<file path="src/rtl/startup_seq_pkg.sv">
package startup_seq_pkg;
  localparam int unsigned EVT_IO  = 0;
  localparam int unsigned EVT_GSR = 1;
  localparam int unsigned EVT_CPL = 2;
  localparam int unsigned EVT_N   = 3;

  function automatic int unsigned max_u(input int unsigned a, input int unsigned b);
    return (a > b) ? a : b;
  endfunction
endpackage

</file>
<file path="src/rtl/su_tick_src.sv">
module su_tick_src #(
  parameter int unsigned HANDOFF_STAGES = 1
) (
  input  logic clk,
  input  logic rst,
  input  logic cfg_tick,
  input  logic usr_tick,
  input  logic sel_usr,
  input  logic cfg_loaded,
  output logic step,
  output logic ready
);
  logic [HANDOFF_STAGES-1:0] hand_q;

  genvar gi;
  generate
    for (gi = 0; gi < HANDOFF_STAGES; gi++) begin : g_hand
      always_ff @(posedge clk) begin
        if (rst) begin
          hand_q[gi] <= 1'b0;
        end else if (usr_tick) begin
          if (gi == 0) hand_q[gi] <= cfg_loaded;
          else         hand_q[gi] <= hand_q[(gi == 0) ? 0 : gi-1];
        end
      end
    end
  endgenerate

  always_comb begin
    if (sel_usr) begin
      step  = usr_tick;
      ready = hand_q[HANDOFF_STAGES-1];
    end else begin
      step  = cfg_tick;
      ready = cfg_loaded;
    end
  end
endmodule

</file>
<file path="src/rtl/su_age_counter.sv">
module su_age_counter #(
  parameter int unsigned CNT_W = 3,
  parameter int unsigned SAT   = 3
) (
  input  logic             clk,
  input  logic             rst,
  input  logic             step,
  input  logic             ready,
  output logic             done_q,
  output logic             done_nxt,
  output logic [CNT_W-1:0] age_nxt
);
  localparam logic [CNT_W-1:0] SAT_V = CNT_W'(SAT);
  logic [CNT_W-1:0] age_q;

  always_comb begin
    done_nxt = done_q | ready;
    if (!done_q)             age_nxt = '0;
    else if (age_q == SAT_V) age_nxt = age_q;
    else                     age_nxt = age_q + 1'b1;
  end

  always_ff @(posedge clk) begin
    if (rst) begin
      done_q <= 1'b0;
      age_q  <= '0;
    end else if (step) begin
      done_q <= done_nxt;
      age_q  <= age_nxt;
    end
  end
endmodule

</file>
<file path="src/rtl/su_release_gate.sv">
module su_release_gate #(
  parameter int unsigned CNT_W = 3
) (
  input  logic             clk,
  input  logic             rst,
  input  logic             step,
  input  logic             done_nxt,
  input  logic [CNT_W-1:0] age_nxt,
  input  logic [CNT_W-1:0] thresh,
  output logic             released
);
  logic hit;
  assign hit = done_nxt && (age_nxt >= thresh);

  always_ff @(posedge clk) begin
    if (rst)       released <= 1'b0;
    else if (step) released <= released | hit;
  end
endmodule

</file>
<file path="src/rtl/startup_release_seq.sv">
module startup_release_seq
  import startup_seq_pkg::*;
#(
  parameter int unsigned DLY_W            = 2,
  parameter int unsigned DONE_TO_COMPLETE = 3,
  parameter int unsigned HANDOFF_STAGES   = 1
) (
  input  logic             clk,
  input  logic             rst,
  input  logic             cfg_tick,
  input  logic             usr_tick,
  input  logic             sel_usr,
  input  logic             cfg_loaded,
  input  logic [DLY_W-1:0] io_dly,
  input  logic [DLY_W-1:0] gsr_dly,
  input  logic             pullup_en,
  input  logic             readback_req,
  output logic             done_pulldown,
  output logic             done_level,
  output logic             io_enable,
  output logic             gsr_active,
  output logic             cfg_complete,
  output logic             readback_grant
);
  localparam int unsigned CPL_W = $clog2(DONE_TO_COMPLETE + 1);
  localparam int unsigned CNT_W = max_u(DLY_W, CPL_W) + 1;
  localparam int unsigned SAT   = max_u(DONE_TO_COMPLETE, (1 << DLY_W) - 1);
  localparam int unsigned PAD_W = CNT_W - DLY_W;

  logic             step, ready;
  logic             done_q, done_nxt;
  logic [CNT_W-1:0] age_nxt;
  logic [CNT_W-1:0] thresh [EVT_N];
  logic [EVT_N-1:0] rel;
  logic             grant_q;

  su_tick_src #(.HANDOFF_STAGES(HANDOFF_STAGES)) u_src (
    .clk(clk), .rst(rst), .cfg_tick(cfg_tick), .usr_tick(usr_tick),
    .sel_usr(sel_usr), .cfg_loaded(cfg_loaded), .step(step), .ready(ready)
  );

  su_age_counter #(.CNT_W(CNT_W), .SAT(SAT)) u_age (
    .clk(clk), .rst(rst), .step(step), .ready(ready),
    .done_q(done_q), .done_nxt(done_nxt), .age_nxt(age_nxt)
  );

  assign thresh[EVT_IO]  = {{PAD_W{1'b0}}, io_dly};
  assign thresh[EVT_GSR] = {{PAD_W{1'b0}}, gsr_dly};
  assign thresh[EVT_CPL] = CNT_W'(DONE_TO_COMPLETE);

  genvar ge;
  generate
    for (ge = 0; ge < EVT_N; ge++) begin : g_evt
      su_release_gate #(.CNT_W(CNT_W)) u_gate (
        .clk(clk), .rst(rst), .step(step), .done_nxt(done_nxt),
        .age_nxt(age_nxt), .thresh(thresh[ge]), .released(rel[ge])
      );
    end
  endgenerate

  always_ff @(posedge clk) begin
    if (rst) grant_q <= 1'b0;
    else     grant_q <= readback_req & rel[EVT_CPL];
  end

  assign done_pulldown  = ~done_q;
  assign done_level     = done_q & pullup_en;
  assign io_enable      = rel[EVT_IO];
  assign gsr_active     = ~rel[EVT_GSR];
  assign cfg_complete   = rel[EVT_CPL];
  assign readback_grant = grant_q;
endmodule

</file>
<file path="config.mk">
export PLATFORM = sky130hd
export DESIGN_NAME = startup_release_seq
export DESIGN_NICKNAME = d
export VERILOG_FILES = /design/src/rtl/startup_seq_pkg.sv /design/src/rtl/su_tick_src.sv /design/src/rtl/su_age_counter.sv /design/src/rtl/su_release_gate.sv /design/src/rtl/startup_release_seq.sv
export SDC_FILE = /design/constraint.sdc
export NUM_CORES = 1
export LEC_CHECK = 0
export CAP_MARGIN = 20
export CORE_MARGIN = 5
export CORE_UTILIZATION = 35
export CTS_BUF_LIST = sky130_fd_sc_hd__clkbuf_2
export CTS_CLUSTER_DIAMETER = 60
export DETAILED_ROUTE_END_ITERATION = 8
export PLACE_DENSITY = 0.62
export SLEW_MARGIN = 25
export SYNTH_ARGS = -nofsm -noshare
export SYNTH_HDL_FRONTEND = slang
export SYNTH_SLANG_ARGS = --single-unit
export TNS_END_PERCENT = 30
</file>
<file path="constraint.sdc">
create_clock -name clk -period 2.7 [get_ports clk]
set_clock_uncertainty 0.2 [all_clocks]
set_input_delay 0.405 -clock clk [delete_from_list [all_inputs] [get_ports clk]]
set_output_delay 0.405 -clock clk [all_outputs]
set_load 0.05 [all_outputs]
</file>
==> flow_metrics.env <==
export IMPL_leakagePower_nw=0.285
export IMPL_h_tree_depth=1
export IMPL_hold_viol=0
export IMPL_drive_gt1_share_pct=15.0
export IMPL_place_gp_congestion=0.899
export IMPL_worst_skew_pair_late_latency_ns=0.27
export IMPL_ys_ff_latch=9
export IMPL_final_util_pct=49.2
export IMPL_tightest_slew_ns=0.502
export IMPL_clk_path_buf_depth=2
export IMPL_period_share_pct=89.9
export IMPL_ys_seq_area_share_pct=33.5
export IMPL_diodes=0
export IMPL_yosysMostFrequentCell="dfxtp_1"
export IMPL_antenna_found_initial=0
export IMPL_p_clk_share_pct=31.0
export IMPL_drtPass1Iterations=4
export IMPL_dieHeight_um=49.2
export IMPL_ys_types=26
export IMPL_drc=0
export IMPL_r2r_worst_path_cells=8
export IMPL_cts_root_buf="clkbuf_2"
export IMPL_start_kind="register"
export IMPL_synth_area_leaders="dfxtp_1 33%, ha_1 12%, a21oi_1 6.5%"
export IMPL_die_area_um2=2420
export IMPL_core_um2=1490
export IMPL_worst_path_max_fanout=6
export IMPL_p_seq_share_pct=47.3
export IMPL_grt_max_degree=11
export IMPL_grt_pass1_vias=490
export IMPL_cts_num_sinks=9
export IMPL_p_per_area_nw_per_um2=410
export IMPL_grt_usage_pct=11.4
export IMPL_drt_iter0_markers=19
export IMPL_post_place_ws_ns=0.313
export IMPL_power_share_combinational_pct=21.7
export IMPL_crit_start="u_age.age_q[0]$_SDFFE_PP0P_"
export IMPL_fmax_mhz=412
export IMPL_area_growth_pct=36.3
export IMPL_ir_drop_mv=0.154
export IMPL_wl_per_cell_um=13.8
export IMPL_internal_power_w=0.000209
export IMPL_cp_data_required_time_ns=2.65
export IMPL_ys_async_sr_fraction_pct=0
export IMPL_end_kind="register"
export IMPL_reg2reg_to="g_evt[0].u_gate.released$_SDFFE_PP0P_"
export IMPL_holdWs_ns=0.269
export IMPL_vias_per_cell=5.36
export IMPL_syn_nets=78
export IMPL_yosys_area_top_type="dfxtp_1"
export IMPL_synth_edf_count=0
export IMPL_yosys_top_cells_count="9 x dfxtp_1, 7 x a21oi_1, 5 x ha_1, 5 x inv_1, 4 x nand2_1"
export IMPL_routed_wl_um=1320
export IMPL_slew_headroom_pct=66.5
export IMPL_yosysWarningCount=0
export IMPL_ant_nets=0
export IMPL_swShare_pct=30.3
export IMPL_setup_viol=0
export IMPL_ff2ff_setup_slack_ns=0.27
export IMPL_fin_nets=98
export IMPL_avgSynthCellArea_um2=8.82
export IMPL_r2r_start="u_age.age_q[0]$_SDFFE_PP0P_"
export IMPL_rsz0062_at_grt="false"
export IMPL_initial_utilization_pct=36.1
export IMPL_min_path_type="register to register"
export IMPL_min_path_cells=2
export IMPL_cts_buffers=3
export IMPL_grt_pass1_wl_um=2120
export IMPL_status="completed"
export IMPL_die_w_um=49.2
export IMPL_worst_slack_ns=0.272
export IMPL_rows=14
export IMPL_port_buffers=17
export IMPL_postSynthCellCount=61
export IMPL_switchingPower_w=0.0000911
export IMPL_vias=515
export IMPL_syn_area_um2=538
export IMPL_path_class="register to register"
export IMPL_synth_main_ff_cell="dfxtp_1"
export IMPL_drv_cap=0
export IMPL_overflow=0
export IMPL_period_needed_ns=2.43
export IMPL_slew_viol_final=0
export IMPL_path_clk_slew_ns=0.11
export IMPL_critPathArrivalTime_ns=2.38
export IMPL_setup_tns_ns=0
export IMPL_netlist_area_leader_share_pct=33.5
export IMPL_pin_count=18
export IMPL_dpl_hpwl_um=959
export IMPL_cp_endpoint="g_evt[0].u_gate.released$_SDFFE_PP0P_"
export IMPL_tritoncts="built"
-- critical path: stages (launching register included) --
cell and delay (ns):
dfxtp_1 0.44, ha_1 0.27, nor2b_2 0.27, xnor2_1 0.15, nand2_1 0.09, ha_1 0.29, nand2b_1 0.14, a2111oi_0 0.39
a211oi_1 0.09
-- flip-flops by register name, indices dropped and copies added, names as in the netlist --
name	cells
readback_grant	1
u_age.age_q	3
u_age.done_q	1
g_evt.u_gate.released	3
u_src.hand_q	1
-- worst min-delay path by stage --
stage / from / end / slack (ns)
floorplan: u_src.hand_q$_SDFFE_PP0P_ / u_src.hand_q$_SDFFE_PP0P_ / 0.25
global placement: g_evt[0].u_gate.released$_SDFFE_PP0P_ / g_evt[0].u_gate.released$_SDFFE_PP0P_ / 0.26
detailed placement: g_evt[2].u_gate.released$_SDFFE_PP0P_ / readback_grant$_SDFF_PP0_ / 0.25
CTS: g_evt[2].u_gate.released$_SDFFE_PP0P_ / readback_grant$_SDFF_PP0_ / 0.27
global route: g_evt[2].u_gate.released$_SDFFE_PP0P_ / readback_grant$_SDFF_PP0_ / 0.30
finish: g_evt[2].u_gate.released$_SDFFE_PP0P_ / readback_grant$_SDFF_PP0_ / 0.27
-- power groups by stage --
stage / combinational, W / sequential (W) / clock (W)
6_report: 0.0000651 / 0.000142 / 0.0000931
5_1_grt: 0.0000711 / 0.000143 / 0.000103
4_1_cts: 0.0000658 / 0.000142 / 0.0000954
3_5_place_dp: 0.0000652 / 0.000145 / 0
3_3_place_gp: 0.0000650 / 0.000145 / 0
2_1_floorplan: 0.0000385 / 0.000145 / 0
-- cells in the final DEF, fill, tap and decap left out, types with 2 or more instances in the layout --
| cell | count |
|---|---|
| dfxtp_1 | 9 |
| a2111oi_0 | 2 |
| clkdlybuf4s50_1 | 16 |
| and3b_2 | 2 |
| clkbuf_2 | 4 |
| mux2_2 | 2 |
| a211oi_1 | 2 |
| a21oi_1 | 7 |
| nand2b_1 | 3 |
| nand2_1 | 4 |
| ha_1 | 5 |
| inv_1 | 5 |
| mux2i_1 | 2 |
| nor2_1 | 3 |
| o21ai_0 | 2 |
-- timing repair --
| item | 4_1_cts | 5_1_grt |
|---|---|---|
| hold buffers | 0 | 0 |
| gates resized for setup | 0 | 1 |
| setup endpoints to repair | 0 | 2 |
| setup buffers | 0 | 0 |
-- metrics by stage --
stage	instances	area (um2)	total power, W
2_1_floorplan	61	538	0.000183
3_3_place_gp	92	711	0.000210
3_5_place_dp	92	711	0.000210
4_1_cts	96	731	0.000304
5_1_grt	96	733	0.000317
6_report	96	733	0.000300
-- routing by layer --
metal	share of wire [%]	vias to the layer above	GRT usage [%]
met3	7.2	3	4.59
met2	46	25	17.0
li1	-	254	-
met1	44	233	13.1
met4	2.0	0	8.07
met5	0	-	0
-- layout make-up --
cell class                      instances  area [um2]
Fill cell                             144         756
Sequential cell                         9         180
Inverter                                6        25.0
Multi-Input combinational cell         44         320
Clock buffer                            4        20.0
Tap cell                               16        20.0
Timing Repair Buffer                   17         168
-- cells by family after synthesis --
logic type      count (synthesis)  share of synthesized area [%]
compound gates                 15                           17.0
mux                             4                           7.91
buf+inv                         8                           7.44
fa+ha+maj                       5                           11.6
flops                           9                           33.5
simple gates                   19                           20.9
xor+xnor                        1                           1.63
Note: power is estimated with default switching activity, not from simulation.
